**src/rtl/usb_tx_pkg.sv**
```systemverilog
package usb_tx_pkg;

  typedef enum logic [1:0] {
    MODE_NORMAL  = 2'b00,
    MODE_NODRIVE = 2'b01,
    MODE_RAW     = 2'b10,
    MODE_RSVD    = 2'b11
  } tx_mode_e;

  typedef enum logic [1:0] {
    SYM_SE0 = 2'b00,
    SYM_J   = 2'b01,
    SYM_K   = 2'b10
  } line_sym_e;

  typedef enum logic [2:0] {
    ST_IDLE,
    ST_SYNC,
    ST_DATA,
    ST_TAIL,
    ST_EOP
  } tx_state_e;

  function automatic line_sym_e level_sym(input logic lvl);
    return lvl ? SYM_J : SYM_K;
  endfunction

endpackage

```
**src/rtl/usb_tx_mode_ctrl.sv**
```systemverilog
module usb_tx_mode_ctrl
  import usb_tx_pkg::*;
(
  input  logic       clk_i,
  input  logic       rst_ni,
  input  logic       idle_i,
  input  logic [1:0] mode_i,
  output tx_mode_e   mode_o,
  output logic       drive_ok_o
);

  tx_mode_e mode_q;

  // mode follows the pin while idle, frozen otherwise
  always_ff @(posedge clk_i or negedge rst_ni) begin
    if (!rst_ni)     mode_q <= MODE_NORMAL;
    else if (idle_i) mode_q <= tx_mode_e'(mode_i);
  end

  assign mode_o     = idle_i ? tx_mode_e'(mode_i) : mode_q;
  assign drive_ok_o = (mode_o == MODE_NORMAL) || (mode_o == MODE_RAW);

endmodule

```
**src/rtl/usb_tx_nrzi_stuff.sv**
```systemverilog
module usb_tx_nrzi_stuff
  import usb_tx_pkg::*;
#(
  parameter int unsigned STUFF_LIMIT = 6
) (
  input  logic      clk_i,
  input  logic      rst_ni,
  input  logic      restart_i,
  input  logic      adv_i,
  input  logic      bit_i,
  output logic      stuff_due_o,
  output logic      last_one_o,
  output line_sym_e sym_o
);

  localparam int unsigned CNT_W = $clog2(STUFF_LIMIT + 1);

  logic             lvl_q, lvl_d, emit;
  logic [CNT_W-1:0] ones_q;

  assign stuff_due_o = (ones_q == CNT_W'(STUFF_LIMIT));
  assign emit        = stuff_due_o ? 1'b0 : bit_i;
  assign lvl_d       = emit ? lvl_q : ~lvl_q;
  assign sym_o       = level_sym(lvl_d);
  // this bit completes a run, a stuff bit must follow
  assign last_one_o  = !stuff_due_o && bit_i && (ones_q == CNT_W'(STUFF_LIMIT - 1));

  always_ff @(posedge clk_i or negedge rst_ni) begin
    if (!rst_ni) begin
      lvl_q  <= 1'b1;
      ones_q <= '0;
    end else if (restart_i) begin
      lvl_q  <= 1'b1;
      ones_q <= '0;
    end else if (adv_i) begin
      lvl_q  <= lvl_d;
      ones_q <= emit ? ones_q + 1'b1 : '0;
    end
  end

endmodule

```
**src/rtl/usb_tx_encoder.sv**
```systemverilog
module usb_tx_encoder
  import usb_tx_pkg::*;
#(
  parameter int unsigned DATA_W      = 8,
  parameter int unsigned SYNC_LEN    = 8,
  parameter int unsigned STUFF_LIMIT = 6,
  parameter int unsigned EOP_SE0_LEN = 2
) (
  input  logic              clk_i,
  input  logic              rst_ni,
  input  logic [1:0]        mode_i,
  input  logic [DATA_W-1:0] data_i,
  input  logic              valid_i,
  output logic              ready_o,
  output logic [1:0]        line_o,
  output logic              drive_en_o,
  output logic              term_en_o
);

  localparam int unsigned MAX_A  = (DATA_W > SYNC_LEN) ? DATA_W : SYNC_LEN;
  localparam int unsigned CNT_MX = (MAX_A > EOP_SE0_LEN + 1) ? MAX_A : EOP_SE0_LEN + 1;
  localparam int unsigned CNT_W  = $clog2(CNT_MX + 1);

  tx_state_e         state_q, state_d;
  logic [CNT_W-1:0]  cnt_q, cnt_d;
  logic [DATA_W-1:0] sh_q, sh_d;
  tx_mode_e          mode;
  logic              drive_ok, raw;
  logic              adv, cbit, stuff_due, last_one;
  line_sym_e         coder_sym, sym;

  usb_tx_mode_ctrl u_mode (
    .clk_i     (clk_i),
    .rst_ni    (rst_ni),
    .idle_i    (state_q == ST_IDLE),
    .mode_i    (mode_i),
    .mode_o    (mode),
    .drive_ok_o(drive_ok)
  );

  usb_tx_nrzi_stuff #(.STUFF_LIMIT(STUFF_LIMIT)) u_coder (
    .clk_i      (clk_i),
    .rst_ni     (rst_ni),
    .restart_i  (state_q == ST_IDLE),
    .adv_i      (adv),
    .bit_i      (cbit),
    .stuff_due_o(stuff_due),
    .last_one_o (last_one),
    .sym_o      (coder_sym)
  );

  assign raw = (mode == MODE_RAW);

  always_comb begin
    state_d    = state_q;
    cnt_d      = cnt_q;
    sh_d       = sh_q;
    ready_o    = 1'b0;
    drive_en_o = 1'b0;
    sym        = SYM_J;
    adv        = 1'b0;
    cbit       = 1'b0;
    unique case (state_q)
      ST_IDLE: begin
        ready_o = drive_ok;
        if (valid_i && drive_ok) begin
          sh_d    = data_i;
          cnt_d   = '0;
          state_d = raw ? ST_DATA : ST_SYNC;
        end
      end
      ST_SYNC: begin
        drive_en_o = 1'b1;
        adv        = 1'b1;
        cbit       = (cnt_q == CNT_W'(SYNC_LEN - 1));
        sym        = coder_sym;
        if (cnt_q == CNT_W'(SYNC_LEN - 1)) begin
          cnt_d   = '0;
          state_d = ST_DATA;
        end else begin
          cnt_d = cnt_q + 1'b1;
        end
      end
      ST_DATA: begin
        drive_en_o = 1'b1;
        if (raw) begin
          sym = level_sym(sh_q[0]);
        end else begin
          adv  = 1'b1;
          cbit = sh_q[0];
          sym  = coder_sym;
        end
        // a stuff cycle holds the shifter
        if (raw || !stuff_due) begin
          if (cnt_q == CNT_W'(DATA_W - 1)) begin
            ready_o = 1'b1;
            cnt_d   = '0;
            if (valid_i) begin
              sh_d = data_i;
            end else if (raw) begin
              state_d = ST_IDLE;
            end else begin
              state_d = last_one ? ST_TAIL : ST_EOP;
            end
          end else begin
            sh_d  = sh_q >> 1;
            cnt_d = cnt_q + 1'b1;
          end
        end
      end
      ST_TAIL: begin
        drive_en_o = 1'b1;
        adv        = 1'b1;
        sym        = coder_sym;
        state_d    = ST_EOP;
      end
      ST_EOP: begin
        drive_en_o = 1'b1;
        sym        = (cnt_q < CNT_W'(EOP_SE0_LEN)) ? SYM_SE0 : SYM_J;
        if (cnt_q == CNT_W'(EOP_SE0_LEN)) begin
          cnt_d   = '0;
          state_d = ST_IDLE;
        end else begin
          cnt_d = cnt_q + 1'b1;
        end
      end
      default: state_d = ST_IDLE;
    endcase
  end

  always_ff @(posedge clk_i or negedge rst_ni) begin
    if (!rst_ni) begin
      state_q <= ST_IDLE;
      cnt_q   <= '0;
      sh_q    <= '0;
    end else begin
      state_q <= state_d;
      cnt_q   <= cnt_d;
      sh_q    <= sh_d;
    end
  end

  assign line_o    = sym;
  assign term_en_o = drive_ok;

endmodule

```
**config.mk**
```make
export PLATFORM = sky130hd
export DESIGN_NAME = usb_tx_encoder
export DESIGN_NICKNAME = d
export VERILOG_FILES = /design/src/rtl/usb_tx_pkg.sv /design/src/rtl/usb_tx_mode_ctrl.sv /design/src/rtl/usb_tx_nrzi_stuff.sv /design/src/rtl/usb_tx_encoder.sv
export SDC_FILE = /design/constraint.sdc
export NUM_CORES = 1
export LEC_CHECK = 0
export BUFFER_PORTS_ARGS = -buffer_cell sky130_fd_sc_hd__buf_2
export CORE_ASPECT_RATIO = 1.4
export CORE_MARGIN = 2
export CORE_UTILIZATION = 40
export CTS_BUF_LIST = sky130_fd_sc_hd__clkbuf_8
export CTS_CLUSTER_DIAMETER = 80
export DETAILED_ROUTE_END_ITERATION = 12
export PLACE_DENSITY_LB_ADDON = 0.25
export SYNTH_ARGS = -nofsm -noshare
export SYNTH_HDL_FRONTEND = slang
export SYNTH_SLANG_ARGS = --single-unit
```
**constraint.sdc**
```tcl
create_clock -name clk_i -period 4 [get_ports clk_i]
set_input_delay 0.6 -clock clk_i [delete_from_list [all_inputs] [get_ports clk_i]]
set_output_delay 0.6 -clock clk_i [all_outputs]
set_load 0.01 [all_outputs]
```
After elaboration in Yosys (flattened, before gate mapping)
Cells that the tools add are included.

Flip-flop bits (word level): 21. Latch bits: 0. RAM bits: 0. Bits in read-only memories: 0. Output and inout bits: 5. Word-level logic and storage cells: 83. Memories kept: 0.

Add/subtract/negate cells: 2. Multiply operators: 0. Divide/modulo/power cells: 0. Order comparisons: 1. Equal/unequal tests: 16. Shift operators: 0. Muxes and demuxes: 41. Bitwise operators: 1. Reduce and logical (&&, ||, !) cells: 16.

Operators with widths (count): $mux W3 (11); $mux W8 (4); $mux W4 (4); $pmux W4 S4 (1); $pmux W8 S2 (1); $pmux W3 S5 (1); $ne A2 B2 Y1 const B (6); $mux W1 (10); $mux W2 (5); $eq A3 B3 Y1 const B (3); $eq A3 B2 Y1 const B (2); $pmux W1 S2 (3); $pmux W2 S3 (1); $reduce_and A6 Y1 (1); $add A4 B1 Y4 const B (1); $eq A4 B2 Y1 const B (1); $eq A4 B3 Y1 const B (1); $lt A4 B2 Y1 const B (1); $reduce_and A4 Y1 (1); $reduce_bool A2 Y1 (2); $reduce_bool A4 Y1 (1); $reduce_or A4 Y1 (1); $add A3 B1 Y3 const B (1); $eq A3 B1 Y1 const B (1); other kinds (10) (13).

Longest topological paths before layout
Word-level depth: 13. Gate-level depth with buffers: 6. Gate-level depth less buffers: 6.

Cells and area by module
From an unflattened synthesis, not the netlist that was laid out.

Cell total of the unflattened synthesis: 145. Area total of the unflattened synthesis: 1508.9 um2.

By module, submodules not included: usb_tx_encoder (times used 1, cells each 111, area each 1156.1 um2, sequential area each 375.4 um2); usb_tx_nrzi_stuff (times used 1, cells each 29, area each 270.3 um2, sequential area each 101.3 um2); usb_tx_mode_ctrl (times used 1, cells each 5, area each 82.6 um2, sequential area each 50.0 um2).

Least setup slack after synthesis
OpenSTA, ideal clock, no wires.

Path kind: reg2out. Start point: register state_q[0]. End point: output line_o[1]. Arrival: 1717 ps. Setup slack: 1683 ps. Stages on the path, launching flop included: 5. Cells stage by stage: dfrtp_1 -> nor3_2 -> mux2_2 -> or3_1 -> o211ai_1.

Word-level cells in the longest chain between the ends: 10. Elaborated cells between the ends (all ways): 15. Classes of those cells: eq/ne: 5; mux: 8; reduce/logical: 2.

RTL lines: from (decl) (RTL line usb_tx_encoder.sv:24) `tx_state_e state_q, state_d;`; from (signal assigned) (RTL line usb_tx_encoder.sv:137) `state_q <= state_d;`; $logic_not A3 Y1 (RTL line usb_tx_encoder.sv:35) `.idle_i (state_q == ST_IDLE),`; $mux W2; $eq A2 B2 Y1 (RTL line usb_tx_encoder.sv:52) `assign raw = (mode == MODE_RAW);`; $mux W1 (RTL line usb_tx_encoder.sv:86) `if (raw) begin`; $pmux W1 S2 (RTL line usb_tx_encoder.sv:63) `unique case (state_q)`; $mux W1 (RTL line usb_tx_nrzi_stuff.sv:22) `assign emit = stuff_due_o ? 1'b0 : bit_i;`; $mux W1 (RTL line usb_tx_nrzi_stuff.sv:23) `assign lvl_d = emit ? lvl_q : ~lvl_q;`; $mux W2 (RTL line usb_tx_pkg.sv:25) `return lvl ? SYM_J : SYM_K;`; $mux W2 (RTL line usb_tx_encoder.sv:86); $pmux W2 S3 * (RTL line usb_tx_encoder.sv:63); to (decl) (RTL line usb_tx_encoder.sv:15) `output logic [1:0] line_o,`.

Mark *: on every way between the ends. The rest lies on a longest branch, timed or not.

Final worst setup path
Start point: register state_q[2]. End point: output line_o[1].

Same word-level chain as after synthesis.

==> impl_metrics.py <==
metrics = {
    "run_status": {
        "outcome": "completed",
    },
    "final_layout": {
        "stdcell_count": 208,
        "layout-drive-gt1-share_pct": 27.11,
        "nets": 185,
        "diodes": 0,
        "layout_commonest_cell": "dfrtp_1",
        "final_cell_mix": "20 x dfrtp_1, 17 x buf_2, 16 x mux2_2",
        "area_growth_pct": 10.22,
        "stdcell_area_mm2": 0.001619,
    },
    "worst_setup_path": {
        "worst-path-max-fanout": 18,
        "worstPathArrival_ps": 2460,
        "worstSetupPathType": "reg2out",
        "critPathRequiredTime_ps": 3400,
        "worstSetupEndpointType": "output port",
        "crit_path_start_kind": "flip-flop",
    },
    "route": {
        "drtPass1Iterations": 4,
        "remaining_drc_errors": 0,
        "drt-wirelength-per-cell_um": 16.06,
        "drt_iter0_markers": 47,
        "dr_total_vias": 1208,
        "wirelength_um": 3341,
        "ant_nets": 0,
        "post_drt_via_cell_ratio": 5.808,
    },
    "placed_design": {
        "dpl_cell_area_mm2": 0.001573,
        "gp_congestion": 0.9312,
        "dp_hpwl_um": 2569,
        "port_buffers": 17,
        "dp.cells": 204,
    },
    "synthesis": {
        "avgSynthCellArea_um2": 9.858,
        "yosys_most_used_dff": "dfrtp_1",
        "synth-seq-cells": 21,
        "post_synth_num_cell_types": 46,
        "synth_nets": 167,
        "synthCells": 149,
        "synth.yosys.seq_area_share_pct": 35.86,
        "syn_area_mm2": 0.001469,
        "synth-edff-count": 0,
        "synthArstFlopShare_pct": 100.0,
        "yosysWarnings": 0,
    },
    "power": {
        "power_density_mw_per_mm2": 779.4,
        "p_switching_uw": 565.6,
        "internal_power_uw": 696.3,
        "power.leakage_uw": 0.0007018,
        "combPwrFrac_pct": 54.1,
        "switching_share_pct": 44.82,
        "pwr-share-seq_pct": 34.2,
        "max-vdd-ir-drop_uv": 348.4,
        "power_frac_clock_pct": 11.7,
    },
    "clock_network": {
        "clock_latency_ps": 270,
        "clockBufferDepth": 2,
        "postCtsSetupBuffers": 0,
        "post_cts_resized": 0,
        "cts_tree": "built",
        "clkSlewWorstSetupHoldPaths_ps": 80,
        "h-tree-depth": 1,
        "cts_buffers": 3,
        "cts_root_buf": "clkbuf_8",
        "hold_buffers": 0,
        "cts.sinks": 21,
    },
    "floorplan": {
        "dieWidth_um": 55.22,
        "rows": 26,
        "die_h_um": 75.70,
        "die_area_mm2": 0.004180,
        "io_pins": 18,
        "initial_core_util_pct": 41.05,
        "core_mm2": 0.003578,
    },
    "grt": {
        "grt_usage_pct": 17.60,
        "grt_max_degree": 22,
        "grt_pass1_vias": 1171,
        "grt_antenna_before_repair": 0,
        "grt_use_met1_pct": 20.11,
        "grt_overflow": 0,
        "grt-busiest-layer": "met2",
        "use_met3_pct": 2.377,
        "grt_pass1_wl_um": 5664,
        "use_met2_pct": 31.61,
    },
    "sta": {
        "fin_setup_tns_ps": 0,
        "finalClockSkew_ps": 3.403,
        "finalCritPeriodShare_pct": 76.38,
        "fmax_mhz": 327.3,
        "setup_viol": 0,
        "whs_ps": 280.7,
        "rsz0062_at_grt": "no",
        "tightest_slew_ps": 599.6,
        "maxSlewHeadroom_pct": 59.81,
        "slew_violations": 0,
        "layout_min_cycle_time_ps": 3055,
        "finalHoldViolations": 0,
    },
    "min_path": {
        "hold_class": "in2async",
    },
    "run": {
        "cap_violations": 0,
    },
}
## cell usage after synthesis (2+ instances only)
master	instances	area, µm²
ha_1	5	62.56
nand3_1	5	25.02
o22ai_1	3	18.77
mux2i_1	3	30.03
nor2b_1	3	18.77
o21ai_0	4	20.02
nor2_1	8	30.03
a211o_1	4	35.03
o221ai_1	2	17.52
nand2_1	10	37.54
mux2_2	16	180.2
nand2b_1	5	31.28
nand3b_1	3	22.52
a32oi_1	2	17.52
dfrtp_1	20	500.5
a21o_1	2	15.01
inv_1	11	41.29
a31oi_1	4	25.02
a21oi_1	10	50.05
or3_1	2	12.51
buf_6	2	22.52
## flip-flops by register name (all words and copies together), names as in the netlist
register        cells
sh_q                8
cnt_q               4
state_q             3
u_coder.ones_q      3
u_mode.mode_q       2
u_coder.lvl_q       1
## stage by stage
stage               utilization, %  setup WS [ps]  total power, µW
finish                       45.24          944.8             1262
global route                 45.24          793.0             1369
detailed placement           43.95           1251             1120
CTS                          45.24          943.7             1270
global placement             43.95           1321             1096
floorplan                        -           1683            960.1
## path summary, 6_finish.rpt
| check | start | end | slack [ps] | cells after the start |
|---|---|---|---|---|
| setup reg to reg | u_coder.ones_q[0] | cnt_q[2] | 1850 | 6 |
| min in group clk_i | sh_q[4] | sh_q[4] | 510 | 1 |
| max in group asynchronous | rst_ni | u_coder.lvl_q | 3360 | 1 |
| setup / recovery | state_q[2] | line_o[1] | 940 | 5 |
| hold reg to reg | sh_q[4] | sh_q[4] | 510 | 1 |
| hold / removal | rst_ni | u_coder.ones_q[2] | 280 | 1 |
## cell families (layout without fill, tap and decap cells)
| family | count (synthesis) | after routing | synth area share [%] |
|---|---|---|---|
| flops | 21 | 21 | 35.86 |
| xor+xnor | 2 | 2 | 1.193 |
| fa+ha+maj | 5 | 5 | 4.259 |
| simple gates | 47 | 47 | 19.51 |
| compound gates | 40 | 40 | 19.76 |
| buf+inv | 15 | 32 | 5.111 |
| mux | 19 | 19 | 14.31 |
## power groups by stage
stage	Sequential [µW]	Combinational (µW)	Clock, µW
2_1_floorplan	370	590	0
3_3_place_gp	424	673	0
3_5_place_dp	434	686	0
4_1_cts	430	688	152
5_1_grt	448	762	159
6_report	431	683	148
## layer usage
layer | vias up | wire (µm)
li1 | 582 | -
met1 | 587 | 1339
met2 | 32 | 1756
met3 | 7 | 140
met4 | 0 | 105
met5 | - | 0
## critical path, cell delays in order, from the launching register on
cell and delay [ps]:
dfrtp_1 600, nor3_2 550, mux2_2 410, or3_1 350
o211ai_1 100, buf_2 160
## cell type report
| type | count | area (µm²) |
|---|---|---|
| Clock buffer | 3 | 41.29 |
| Clock inverter | 1 | 5.005 |
| Fill cell | 359 | 1959 |
| Inverter | 11 | 41.29 |
| Multi-Input combinational cell | 113 | 867.1 |
| Sequential cell | 21 | 526.8 |
| Tap cell | 42 | 52.55 |
| Timing Repair Buffer | 17 | 85.08 |
Note: power is estimated with default switching activity, not from simulation.
